--- src/rtl/fmt_pkg.sv ---
`timescale 1ns/1ps
package fmt_pkg;
   typedef enum logic [1:0] {
      CH3_NORMAL  = 2'd0,
      CH3_PEROP   = 2'd1,
      CH3_CSM     = 2'd2,
      CH3_PEROP_B = 2'd3
   } ch3_mode_e;

   function automatic logic phase_is(input logic [7:0] ph, input int unsigned want);
      return ph == want[7:0];
   endfunction
endpackage

--- src/rtl/fmt_load_sync.sv ---
`timescale 1ns/1ps
module fmt_load_sync #(
   parameter int unsigned PHASE_W    = 5,
   parameter int unsigned LOAD_PHASE = 2
) (
   input  logic               clk,
   input  logic               rst_n,
   input  logic [PHASE_W-1:0] phase_i,
   input  logic               load_i,
   input  logic               ovf_i,
   output logic               lock_o,
   output logic               req_o
);
   localparam logic [PHASE_W-1:0] LOAD_PH = PHASE_W'(LOAD_PHASE);

   logic lock_q;
   logic at_load;

   assign at_load = (phase_i == LOAD_PH);
   // reload request: pending overflow, or a fresh run edge seen in the load phase
   assign req_o   = ovf_i | (at_load & load_i & ~lock_q);
   assign lock_o  = lock_q;

   always_ff @(posedge clk or negedge rst_n) begin
      if (!rst_n)       lock_q <= 1'b0;
      else if (at_load) lock_q <= load_i;
   end
endmodule

--- src/rtl/fmt_prescale.sv ---
`timescale 1ns/1ps
module fmt_prescale #(
   parameter int unsigned PRE_W = 4
) (
   input  logic clk,
   input  logic rst_n,
   input  logic step_i,
   output logic tick_o
);
   logic [PRE_W-1:0] pre_q;

   assign tick_o = step_i & (&pre_q);

   always_ff @(posedge clk or negedge rst_n) begin
      if (!rst_n)      pre_q <= '0;
      else if (step_i) pre_q <= pre_q + 1'b1;
   end
endmodule

--- src/rtl/fmt_counter.sv ---
`timescale 1ns/1ps
module fmt_counter #(
   parameter int unsigned CNT_W = 10
) (
   input  logic             clk,
   input  logic             rst_n,
   input  logic [CNT_W-1:0] reload_i,
   input  logic             req_i,
   input  logic             inc_i,
   output logic             carry_o,
   output logic             ovf_o
);
   logic [CNT_W-1:0] cnt_q;
   logic             pend_q;
   logic             ovf_q;
   logic [CNT_W-1:0] base;
   logic [CNT_W:0]   sum;

   always_comb begin
      base    = pend_q ? reload_i : cnt_q;
      sum     = {1'b0, base} + {{CNT_W{1'b0}}, inc_i};
      carry_o = sum[CNT_W];
   end

   assign ovf_o = ovf_q;

   always_ff @(posedge clk or negedge rst_n) begin
      if (!rst_n) begin
         cnt_q  <= '0;
         pend_q <= 1'b0;
         ovf_q  <= 1'b0;
      end else begin
         cnt_q  <= sum[CNT_W-1:0];
         pend_q <= req_i;
         ovf_q  <= sum[CNT_W];
      end
   end
endmodule

--- src/rtl/fmt_timer.sv ---
`timescale 1ns/1ps
module fmt_timer #(
   parameter int unsigned PHASE_W    = 5,
   parameter int unsigned LOAD_PHASE = 2,
   parameter int unsigned STEP_PHASE = 1,
   parameter int unsigned CNT_W      = 10,
   parameter int unsigned PRE_W      = 0
) (
   input  logic               clk,
   input  logic               rst_n,
   input  logic [PHASE_W-1:0] phase_i,
   input  logic [CNT_W-1:0]   reload_i,
   input  logic               load_i,
   input  logic               en_i,
   input  logic               clr_i,
   input  logic               force_i,
   output logic               flag_o,
   output logic               req_o
);
   localparam logic [PHASE_W-1:0] STEP_PH = PHASE_W'(STEP_PHASE);

   logic at_step;
   logic tick;
   logic lock;
   logic carry;
   logic ovf;
   logic flag_q;

   assign at_step = (phase_i == STEP_PH);

   generate
      if (PRE_W == 0) begin : g_direct
         assign tick = at_step;
      end else begin : g_divided
         fmt_prescale #(.PRE_W(PRE_W)) u_pre (
            .clk    (clk),
            .rst_n  (rst_n),
            .step_i (at_step),
            .tick_o (tick)
         );
      end
   endgenerate

   fmt_load_sync #(.PHASE_W(PHASE_W), .LOAD_PHASE(LOAD_PHASE)) u_sync (
      .clk     (clk),
      .rst_n   (rst_n),
      .phase_i (phase_i),
      .load_i  (load_i),
      .ovf_i   (ovf),
      .lock_o  (lock),
      .req_o   (req_o)
   );

   fmt_counter #(.CNT_W(CNT_W)) u_cnt (
      .clk      (clk),
      .rst_n    (rst_n),
      .reload_i (reload_i),
      .req_i    (req_o),
      .inc_i    ((tick & lock) | force_i),
      .carry_o  (carry),
      .ovf_o    (ovf)
   );

   assign flag_o = flag_q;

   always_ff @(posedge clk or negedge rst_n) begin
      if (!rst_n)             flag_q <= 1'b0;
      else if (clr_i)         flag_q <= 1'b0;
      else if (carry && en_i) flag_q <= 1'b1;
   end
endmodule

--- src/rtl/fmt_interval_timers.sv ---
`timescale 1ns/1ps
module fmt_interval_timers #(
   parameter int unsigned PHASE_W    = 5,
   parameter int unsigned NUM_PHASES = 24,
   parameter int unsigned LOAD_PHASE = 2,
   parameter int unsigned STEP_PHASE = 1,
   parameter int unsigned TA_W       = 10,
   parameter int unsigned TB_W       = 8,
   parameter int unsigned TB_PRE_W   = 4
) (
   input  logic               clk,
   input  logic               rst_n,
   input  logic [PHASE_W-1:0] phase_i,
   input  logic [TA_W-1:0]    ta_reload_i,
   input  logic [TB_W-1:0]    tb_reload_i,
   input  logic               ta_load_i,
   input  logic               tb_load_i,
   input  logic               ta_en_i,
   input  logic               tb_en_i,
   input  logic               ta_clr_i,
   input  logic               tb_clr_i,
   input  logic               ta_force_i,
   input  logic [1:0]         ch3_mode_i,
   output logic               ta_flag_o,
   output logic               tb_flag_o,
   output logic               irq_o,
   output logic               csm_key_o
);
   import fmt_pkg::*;

   localparam logic [PHASE_W-1:0] LOAD_PH = PHASE_W'(LOAD_PHASE);

   generate
      if (NUM_PHASES > (1 << PHASE_W)) begin : g_bad_phase_w
         $error("phase counter range exceeds PHASE_W");
      end
      if (LOAD_PHASE >= NUM_PHASES || STEP_PHASE >= NUM_PHASES) begin : g_bad_phase
         $error("load or step phase outside the sub-cycle range");
      end
      if (LOAD_PHASE == STEP_PHASE) begin : g_same_phase
         $error("load and step phases must differ");
      end
      if (TA_W < 2 || TB_W < 2) begin : g_bad_width
         $error("timer widths must be at least 2");
      end
   endgenerate

   logic req_a;
   logic req_b;
   logic csm_q;

   fmt_timer #(
      .PHASE_W(PHASE_W), .LOAD_PHASE(LOAD_PHASE), .STEP_PHASE(STEP_PHASE),
      .CNT_W(TA_W), .PRE_W(0)
   ) u_ta (
      .clk      (clk),
      .rst_n    (rst_n),
      .phase_i  (phase_i),
      .reload_i (ta_reload_i),
      .load_i   (ta_load_i),
      .en_i     (ta_en_i),
      .clr_i    (ta_clr_i),
      .force_i  (ta_force_i),
      .flag_o   (ta_flag_o),
      .req_o    (req_a)
   );

   fmt_timer #(
      .PHASE_W(PHASE_W), .LOAD_PHASE(LOAD_PHASE), .STEP_PHASE(STEP_PHASE),
      .CNT_W(TB_W), .PRE_W(TB_PRE_W)
   ) u_tb (
      .clk      (clk),
      .rst_n    (rst_n),
      .phase_i  (phase_i),
      .reload_i (tb_reload_i),
      .load_i   (tb_load_i),
      .en_i     (tb_en_i),
      .clr_i    (tb_clr_i),
      .force_i  (1'b0),
      .flag_o   (tb_flag_o),
      .req_o    (req_b)
   );

   // key-on level is refreshed once per sample, in the load phase
   always_ff @(posedge clk or negedge rst_n) begin
      if (!rst_n) csm_q <= 1'b0;
      else if (phase_i == LOAD_PH)
         csm_q <= (ch3_mode_i == CH3_CSM) & req_a;
   end

   assign csm_key_o = csm_q;
   assign irq_o     = ta_flag_o | tb_flag_o;

   logic unused_b;
   assign unused_b = req_b;
endmodule

--- config.mk ---
export PLATFORM = sky130hd
export DESIGN_NAME = fmt_interval_timers
export DESIGN_NICKNAME = d
export VERILOG_FILES = /design/src/rtl/fmt_pkg.sv /design/src/rtl/fmt_load_sync.sv /design/src/rtl/fmt_prescale.sv /design/src/rtl/fmt_counter.sv /design/src/rtl/fmt_timer.sv /design/src/rtl/fmt_interval_timers.sv
export SDC_FILE = /design/constraint.sdc
export NUM_CORES = 1
export LEC_CHECK = 0
export BUFFER_PORTS_ARGS = -buffer_cell sky130_fd_sc_hd__buf_4
export CAP_MARGIN = 5
export CORE_MARGIN = 3
export CORE_UTILIZATION = 53
export CTS_CLUSTER_DIAMETER = 30
export CTS_CLUSTER_SIZE = 30
export DETAILED_ROUTE_END_ITERATION = 8
export PLACE_DENSITY = 0.77
export SYNTH_ARGS = -nofsm -noshare
export SYNTH_HDL_FRONTEND = slang
export SYNTH_SLANG_ARGS = --single-unit
export TNS_END_PERCENT = 20
--- constraint.sdc ---
create_clock -name clk -period 2.38 [get_ports clk]
set_clock_uncertainty 0.1 [all_clocks]
set_input_delay 0.476 -clock clk [delete_from_list [all_inputs] [get_ports clk]]
set_output_delay 0.476 -clock clk [all_outputs]
set_load 0.005 [all_outputs]
; Word level (Yosys, flattened, before mapping)
; Cells that the tools add are included.
[word_totals]
output_inout_bits = 4
reg_bits = 31
input_bits = 34
word_cells = 43
[classes]
n_eq_ne = 3
bitwise = 14
muxes = 6
add_sub_neg = 3
reduce_logical = 5
[ops]
columns = cell, count
row1 = 10-bit by 1-bit adder with 11-bit output, 1
row2 = 10-bit 2-to-1 mux, 1
row3 = 8-bit by 1-bit adder with 9-bit output, 1
row4 = 1-bit AND, 8
row5 = 8-bit 2-to-1 mux, 1
row6 = "5-bit by 1-bit equality test with 1-bit output, second input constant", 1
row7 = "5-bit by 2-bit equality test with 1-bit output, second input constant", 1
row8 = "4-bit by 1-bit adder with 4-bit output, second input constant", 1
row9 = 1-bit 2-to-1 mux, 4
row10 = 1-bit bitwise OR, 4
row11 = 4-bit AND reduction, 1
row12 = 2-bit nonzero test, 2
row13 = "2-bit equality test, second input constant", 1
row14 = 1-bit logical AND, 2
row15 = 1-bit inverter, 2

; Longest topological paths before layout
; Gate-level depths: netlist (run 1).
[depth]
word_depth = 7
mapped_depth = 9
mapped_depth_nobuf = 9

; Modules after synthesis
; From an unflattened synthesis (run 1), not the netlist that was laid out.
[unflattened]
hier_cells = 145
hier_area_um2 = 1732.9
[by_module_without_submodules]
columns = mod, area_per_inst_um2, seq_area_each_um2, cells_per_inst, instances
row1 = fmt_counter at u_ta.u_cnt, 705.7, 300.3, 59, 1
row2 = fmt_counter at u_tb.u_cnt, 535.5, 250.2, 42, 1
row3 = fmt_prescale, 167.7, 100.1, 13, 1
row4 = fmt_load_sync, 67.6, 25.0, 6, 2
row5 = fmt_interval_timers, 73.8, 25.0, 7, 1
row6 = fmt_timer at u_tb, 60.1, 25.0, 6, 1
row7 = fmt_timer at u_ta, 55.1, 25.0, 6, 1

; Least setup slack after synthesis (run 1)
; No wires, ideal clock.
[synth_path]
kind = input-to-reg
startpoint = input port phase_i[3]
endpoint = register u_tb.u_cnt.cnt_q[6]
arrival_ns = 2.397
n_path_buf = 0
required_ns = 2.200
cell_stages = 9
slack_ns = -0.197
setup_ns = 0.080
path_cell_list = or3_4 nor3b_4 nand2_1 nor2_1 ha_1 ha_1 a21boi_0 a21boi_0 xnor2_1
[synth_via]
elab_chain_len = 4
[synth_rtl]
columns = element, line_no
row1 = start: declaration, fmt_interval_timers.sv:13  ; input logic [PHASE_W-1:0] phase_i,
row2 = 5-bit by 1-bit equality test with 1-bit output, fmt_timer.sv:29  ; assign at_step = (phase_i == STEP_PH);
row3 = 1-bit AND, fmt_prescale.sv:12  ; assign tick_o = step_i & (&pre_q);
row4 = 1-bit AND, fmt_timer.sv:59  ; .inc_i ((tick & lock) | force_i),
row5 = 8-bit by 1-bit adder with 9-bit output, fmt_counter.sv:21  ; sum = {1'b0, base} + {{CNT_W{1'b0}}, inc_i};
row6 = net u_tb.u_cnt.sum[6], fmt_counter.sv:17  ; logic [CNT_W:0] sum;
row7 = end signal: assignment, fmt_counter.sv:33  ; cnt_q <= sum[CNT_W-1:0];
row8 = end: declaration, fmt_counter.sv:13  ; logic [CNT_W-1:0] cnt_q;
; The timed path passes the listed nets, and every way through them passes these cells.
; A chain may end at the register's enable or synchronous reset.

; Worst setup path after layout (run 1)
[layout_path]
startpoint = input port phase_i[3]
endpoint = register u_ta.u_cnt.cnt_q[7]
[layout_via]
elab_chain_len = 4
[layout_rtl]
columns = element, line_no
row1 = 5-bit by 1-bit equality test with 1-bit output, fmt_timer.sv:29
row2 = 1-bit AND, fmt_timer.sv:59
row3 = 1-bit bitwise OR, fmt_timer.sv:59
row4 = 10-bit by 1-bit adder with 11-bit output, fmt_counter.sv:21
row5 = net u_ta.u_cnt.sum[7], fmt_counter.sv:17
row6 = end signal: assignment, fmt_counter.sv:33
row7 = end: declaration, fmt_counter.sv:13
; The timed path passes the listed nets, and every way through them passes these cells.

==> metrics.yaml, run 1 <==
synth.largest_area_cell: "sky130_fd_sc_hd__dfrtp_1"
antenna_violating_nets_post_route: 0
vias_per_cell: 5.52
rsz_0062_raised_after_global_routing: "false"
cp_data_required_time_ns: 2.49
timing.final.ws_setup_ns: 0.153
grt_util_all_layers_pct: 19.9
final_cell_mix: "47 x sky130_fd_sc_hd__buf_4, 31 x sky130_fd_sc_hd__dfrtp_1, 14 x sky130_fd_sc_hd__xnor2_1"
critical-path-slowest-cell: "sky130_fd_sc_hd__or3_4"
synth.ff_latch_count: 31
drv.max_cap_violation_count: 0
syn_area_cell_um2: 11.4
yosys_warnings: 0
rows: 19
fin_nets: 241
worstSetupEndpointType: "flop"
grt_pass1_vias: 1407
timing.final.crit_period_ns: 2.23
grt_max_degree: 32
cts_inserted_buffers: 5
detailroute.via_count: 1347
critical_path.n_buffers_inverters: 1
max_clock_freq_ghz: 0.449
dp_hpwl_um: 2720
syn_area_um2: 1690
critPathMaxStageDelay_ns: 0.41
async_flop_share_pct: 100
ratio_of_cells_with_drive_above_1_in_the_final_layout_pct: 37.1
synthTopCellsByArea: "sky130_fd_sc_hd__dfrtp_1 46%, sky130_fd_sc_hd__xnor2_1 7.2%, sky130_fd_sc_hd__mux2i_1 5.9%"
first_iter_violations: 100
ctsRootBufferMaster: "sky130_fd_sc_hd__clkbuf_4"
final_wirelength_um: 3600
clkLatencyLatePin_ns: 0.32
dieWidth_um: 62.5
cts.sinks: 31
grt_overflow_total: 0
outcome: "finished clean"
floorplan.initialDensity_pct: 58.4
routedWlPerCell_um: 14.7
cpLargestDelayFamily: "simple AND/OR/NAND/NOR gates"
worst-setup-path-type: "input port to flop"
synth_sequential_area_ratio_pct: 45.8
period_utilisation_layout_pct: 93.6
cellLeakagePower_nw: 0.977
synth_cells: 149
clkTransAtPathRegs_ns: 0.09
pre_cts_ws_ns: -0.199
element_type_at_the_critical_path_start: "input port"
slew_headroom_pct: 73.9
setup_viol: 0
area_delta_synth_final_pct: 29.2
synthDominantCellAreaShare_pct: 45.8
ctsHtreeMaxLevel: 2
multiInputGateArea_um2: 895
cp_data_arrival_time_ns: 2.33
timing.hold.ws_ns: 0.195
final_common_cell: "sky130_fd_sc_hd__buf_4"
boundaryPins: 38
power.density_cell_area_nw_per_um2: 683
die_height_um: 62.5
timing.critical_path.fanout_max: 4
finalWeightedCongestion: 0.794
synthesized_nets: 189
min-delay-path-class: "input port to flop"
critical_path.cell_chain: "buf_4, or3_4, nor3b_4, a21o_1, ha_1, nand4b_1, a221oi_2, xnor2_1, mux2i_1"
drt_pre_antenna_iters: 4
grt_first_pass_wirelength_um: 6290
dieArea_um2: 3910
ys_dominant_reg_cell: "sky130_fd_sc_hd__dfrtp_1"
io_port_bufs: 37
clockBufferDepth: 2
antenna-diode-count: 0
hold_viol_final: 0
nFillCells: 228
grt_antenna_before_repair: 0
synth-edff-count: 0
clock_tree_from_tritoncts: "built"
max-vdd-ir-drop_uv: 473
core-area_um2: 2900
synth_cell_types: 35
worstMarginPinSlew_ns: 0.391
timing.final.max_slew_violations: 0
layout.area.seq_um2: 776
drc_errors: 0
[cell usage after synthesis (all sizes together) (2+ instances only)]
library cell / instances
a21oi: 9
nor2: 3
inv: 9
nand4: 3
ha: 6
nand2: 6
xnor2: 14
nor3b: 2
a41oi: 2
mux2: 6
buf: 3
a21boi: 3
dfrtp: 31
nand4b: 2
a32o: 2
nand3: 8
mux2i: 10
a31o: 4
xor2: 2
a221oi: 4
nand3b: 6
nor2b: 3
[layer usage]
metal  share of wire, %  vias up  GRT usage [%]
met2                 53       42           34.9
met5                  0        -              0
met3                5.5        5           4.14
li1                   -      651              -
met4                1.1        0           6.61
met1                 41      649           24.3
[logic make-up (layout without fill, tap and decap cells)]
logic type      after synthesis  in the layout  synth area share (%)
compound gates               29             29                  13.1
buf+inv                      12             65                  3.25
mux                          16             16                  9.90
flops                        31             31                  45.8
simple gates                 39             39                  15.2
fa+ha+maj                     6              6                  4.43
xor+xnor                     16             16                  8.27
[per-stage QoR]
| step | setup TNS, ns | instance area (µm²) | total power [mW] | cells | util (%) |
|---|---|---|---|---|---|
| after global placement | -0.627 | 2090 | 1.12 | 235 | 72.2 |
| final | 0 | 2190 | 1.50 | 244 | 75.5 |
| after detailed placement | -1.11 | 2090 | 1.15 | 235 | 72.2 |
| after floorplan | -0.0456 | 1710 | 0.991 | 149 | - |
| after global routing | 0 | 2190 | 1.60 | 244 | 75.5 |
| after CTS | 0 | 2170 | 1.50 | 244 | 74.9 |
[report_power, final]
group	switching (mW)	internal, mW
clock network	0.175	0.174
registers	0.0957	0.649
logic	0.189	0.213
[registers in the layout (all words and copies together) (netlist names)]
register                    count
u_ta.flag_o                     1
u_tb.flag_o                     1
u_tb.u_cnt.cnt_q                8
u_tb.g_divided.u_pre.pre_q      4
u_ta.u_cnt.pend_q               1
u_tb.u_cnt.pend_q               1
u_tb.u_cnt.ovf_o                1
csm_key_o                       1
u_ta.u_cnt.ovf_o                1
u_tb.u_sync.lock_o              1
u_ta.u_sync.lock_o              1
u_ta.u_cnt.cnt_q               10
[path summary, 6_finish.rpt]
check	endpoint	startpoint	cells past startpoint	slack, ns
max	u_ta.u_cnt.cnt_q[7]	phase_i[3]	9	0.15
min	u_tb.flag_o	tb_clr_i	2	0.19
min in group asynchronous	u_ta.u_cnt.cnt_q[8]	rst_n	2	0.51
min reg2reg	u_tb.u_cnt.pend_q	u_tb.u_cnt.ovf_o	1	0.37
max reg2reg	u_ta.flag_o	u_ta.u_cnt.pend_q	6	0.46
max in group asynchronous	u_tb.u_cnt.ovf_o	rst_n	2	1.38
[timing repair]
action	in CTS	in global routing
setup buffers	0	0
endpoints found under the setup margin	0	2
hold buffers	1	0
gates resized for setup	0	3
endpoints found under the hold margin	31	0
[area by class of cell]
class / instances / area share, %
sequential: 31 / 35.4
clock buffer: 8 / 3.14
timing repair buffer: 48 / 16.6
multi-input combinational: 106 / 40.9
inverter: 9 / 1.54
tap: 42 / 2.40
Power figures use the tool's default switching activity.
==> inputs of run 2 (changes only) <==
- ABC_AREA: default -> 1
- CTS_CLUSTER_SIZE: 30 -> 28
- PLACE_DENSITY: 0.77 -> 0.78
==> run 2 against run 1 <==
  * Sequential share of layout area increased by 3.6 points
  * Count of clock-buffer cells in the layout decreased by 2
  * Register-to-register slack got worse by 0.06 ns
  * Global-route usage decreased by 1.3 points
  * Via count decreased by 4.4%
  * Final area decreased by 9.3%
  * Die area decreased by 3.7%
  * Cell count increased by 8.6%
  * Sequential cell count unchanged
  * Critical path type is now flop to flop
==> metrics.yaml, run 2 <==
synthDominantCellAreaShare_pct: 47.8  # +2.0 points
finalWeightedCongestion: 0.813  # +2.4%
dieWidth_um: 61.4  # -1.9%
syn_area_cell_um2: 8.55  # -25%
cellLeakagePower_nw: 1.07  # +9.5%
worst_r2r_path_depth: 9  # +3
drc_errors: 0  # unchanged
clock_tree_from_tritoncts: "built"
dieArea_um2: 3760  # -3.7%
grt_overflow_total: 0  # unchanged
final_wirelength_um: 3020  # -16%
antenna_violating_nets_post_route: 0  # unchanged
synth_cell_types: 23  # -34%
critical-path-slowest-cell: "sky130_fd_sc_hd__dfrtp_1"
timing.hold.ws_ns: 0.194  # -0.000620 ns
top_register: "u_ta.u_cnt.cnt_q"
cts.sinks: 31  # unchanged
critical_path.cell_chain: "ha_1, nand3_1, nor3_1, ha_1, ha_1, nand3_1, nor2_2, nand3_1, a21oi_2"
pre_cts_ws_ns: 0.188  # +0.387 ns
setup_viol: 0  # unchanged
placed_cell_area_um2: 1930  # -7.7%
area_delta_synth_final_pct: 22.2
reg_top3: "u_ta.u_cnt.cnt_q: 10 flops, u_tb.u_cnt.cnt_q: 8 flops, u_tb.g_divided.u_pre.pre_q: 4 flops"
fin_total_pwr_mw: 1.48  # -0.87%
syn_area_um2: 1620  # -4.1%
drt_pre_antenna_iters: 4  # unchanged
slew_headroom_pct: 70.9  # -3.0 points
met1_length_um: 1210  # -17%
cpLargestDelayFamily: "simple AND/OR/NAND/NOR gates"
postLayoutCellArea_um2: 1980  # -9.3%
grt_antenna_before_repair: 0  # unchanged
ys_top_cells_by_count: "51 x sky130_fd_sc_hd__nand2_1, 31 x sky130_fd_sc_hd__dfrtp_1, 30 x sky130_fd_sc_hd__inv_1"
wl_met3_um: 118  # -40%
clkLatencyLatePin_ns: 0.32  # about the same
critical_path_depth: 9  # unchanged
ys_dominant_reg_cell: "sky130_fd_sc_hd__dfrtp_1"
cts_repair_resize_count: 0  # unchanged
final_cell_mix: "51 x sky130_fd_sc_hd__nand2_1, 39 x sky130_fd_sc_hd__buf_4, 31 x sky130_fd_sc_hd__dfrtp_1"
dpl.cell_count: 258  # +9.8%
timing.critical_path.fanout_max: 3  # -1
final-instance-count-excl-fill: 265  # +8.6%
fin_nets: 275  # +14%
synth_cells: 190  # +28%
ctsHtreeMaxLevel: 2  # unchanged
synth_sequential_area_ratio_pct: 47.8  # +2.0 points
met2WireLength_um: 1640  # -13%
max-vdd-ir-drop_uv: 599  # +27%
element_type_at_the_critical_path_start: "flop"
cts_hold_buffers: 1  # unchanged
rsz_0062_raised_after_global_routing: "false"
detailroute.via_count: 1288  # -4.4%
max_clock_freq_ghz: 0.504  # +12%
die_height_um: 61.4  # -1.9%
grt_pass1_vias: 1284  # -8.7%
yosys_warnings: 0  # unchanged
min-delay-path-class: "input port to flop"
worstSetupEndpointType: "flop"
cp_data_required_time_ns: 2.53  # +0.04 ns
ratio_of_cells_with_drive_above_1_in_the_final_layout_pct: 24.8  # -12 points
rows: 19  # unchanged
final_common_cell: "sky130_fd_sc_hd__nand2_1"
grt_util_all_layers_pct: 18.6  # -1.3 points
topRoutingLayerUsed: "met4"
tns_ns: 0  # unchanged
outcome: "finished clean"
cts.repair_timing.setup_buffer_count: 0  # unchanged
ctsRootBufferMaster: "sky130_fd_sc_hd__clkbuf_4"
vias_per_cell: 4.86  # -12%
synthTopCellsByArea: "sky130_fd_sc_hd__dfrtp_1 48%, sky130_fd_sc_hd__nand2_1 12%, sky130_fd_sc_hd__inv_1 6.9%"
timing.final.ws_setup_ns: 0.396  # +0.243 ns
power.density_cell_area_nw_per_um2: 747  # +9.3%
clockBufferDepth: 2  # unchanged
worstMarginPinSlew_ns: 0.436  # +0.0450 ns
r2r_slack_ns: 0.40  # -0.06 ns
cp_data_arrival_time_ns: 2.13  # -0.20 ns
timing.final.max_slew_violations: 0  # unchanged
synthesized_nets: 230  # +22%
synth.ff_latch_count: 31  # unchanged
grt_first_pass_wirelength_um: 5070  # -19%
worst-setup-path-type: "flop to flop"
boundaryPins: 38  # unchanged
period_utilisation_layout_pct: 83.4  # -10 points
synth.largest_area_cell: "sky130_fd_sc_hd__dfrtp_1"
timing.final.crit_period_ns: 1.98  # -0.243 ns
clkTransAtPathRegs_ns: 0.09  # about the same
core-area_um2: 2830  # -2.5%
grt_max_degree: 32  # unchanged
synth.most_common_cell: "sky130_fd_sc_hd__nand2_1"
antenna-diode-count: 0  # unchanged
routedWlPerCell_um: 11.4  # -23%
hold_viol_final: 0  # unchanged
critPathMaxStageDelay_ns: 0.39  # -0.02 ns
drv.max_cap_violation_count: 0  # unchanged
hold_depth: 2  # unchanged
largest_register_ffs: 10  # unchanged
cts_inserted_buffers: 5  # unchanged
critical_path.n_buffers_inverters: 0  # -1
postLayoutCoreUtil_pct: 70.1  # -5.3 points
synth-edff-count: 0  # unchanged
first_iter_violations: 18  # -82%
floorplan.initialDensity_pct: 57.4  # -1.0 points
io_port_bufs: 37  # unchanged
dp_hpwl_um: 2430  # -11%
async_flop_share_pct: 100  # unchanged
==> run 2: changes by cell type in the layout (fill, tap and decap cells not counted), sizes merged, moves of 7 or more <==
cell / before / now
buf: 47 / 39
inv: 9 / 31
mux2i: 10 / 0
nand2: 6 / 52
nor2: 3 / 19
o21ai: 1 / 9
xnor2: 14 / 6
xor2: 2 / 9
==> run 2: power by group <==
group	switching (mW)	internal, mW
clock	0.159	0.105
sequential	0.0551	0.674
combinational	0.284	0.205
==> run 2: layer usage <==
layer  vias up  track usage [%]
met5         -                0
met2        23             34.3
met1       591             19.7
li1        668                -
met4         0             6.36
met3         6             6.29
==> run 2: worst paths after layout <==
path | from | end
hold reg to reg | u_tb.u_sync.lock_o | u_tb.u_cnt.pend_q
setup / recovery | u_tb.g_divided.u_pre.pre_q[0] | u_tb.flag_o
setup reg to reg | u_tb.g_divided.u_pre.pre_q[0] | u_tb.flag_o
max in group asynchronous | rst_n | csm_key_o
min in group asynchronous | rst_n | u_ta.u_cnt.cnt_q[5]
hold / removal | tb_clr_i | u_tb.flag_o
==> run 2: cell families (layout without fill, tap and decap cells) <==
group                      after synthesis  count (layout)  synth area share (%)
AOI/OAI and AO/OA                       16              16                  6.55
xor gates and xnor gates                15              15                  8.09
adders and majority gates                6               6                  4.62
buffers and inverters                   33              77                  8.55
DFF                                     31              31                  47.8
muxes                                    2               2                  1.39
and+or+nand+nor                         87              87                  23.0
==> run 2: layout make-up <==
cell class	instances	area [µm²]
clock buffer	6	41.3
tap	31	38.8
inverter	31	116
fill	236	845
timing repair buffer	40	303
sequential	31	776
multi-input combinational	126	709
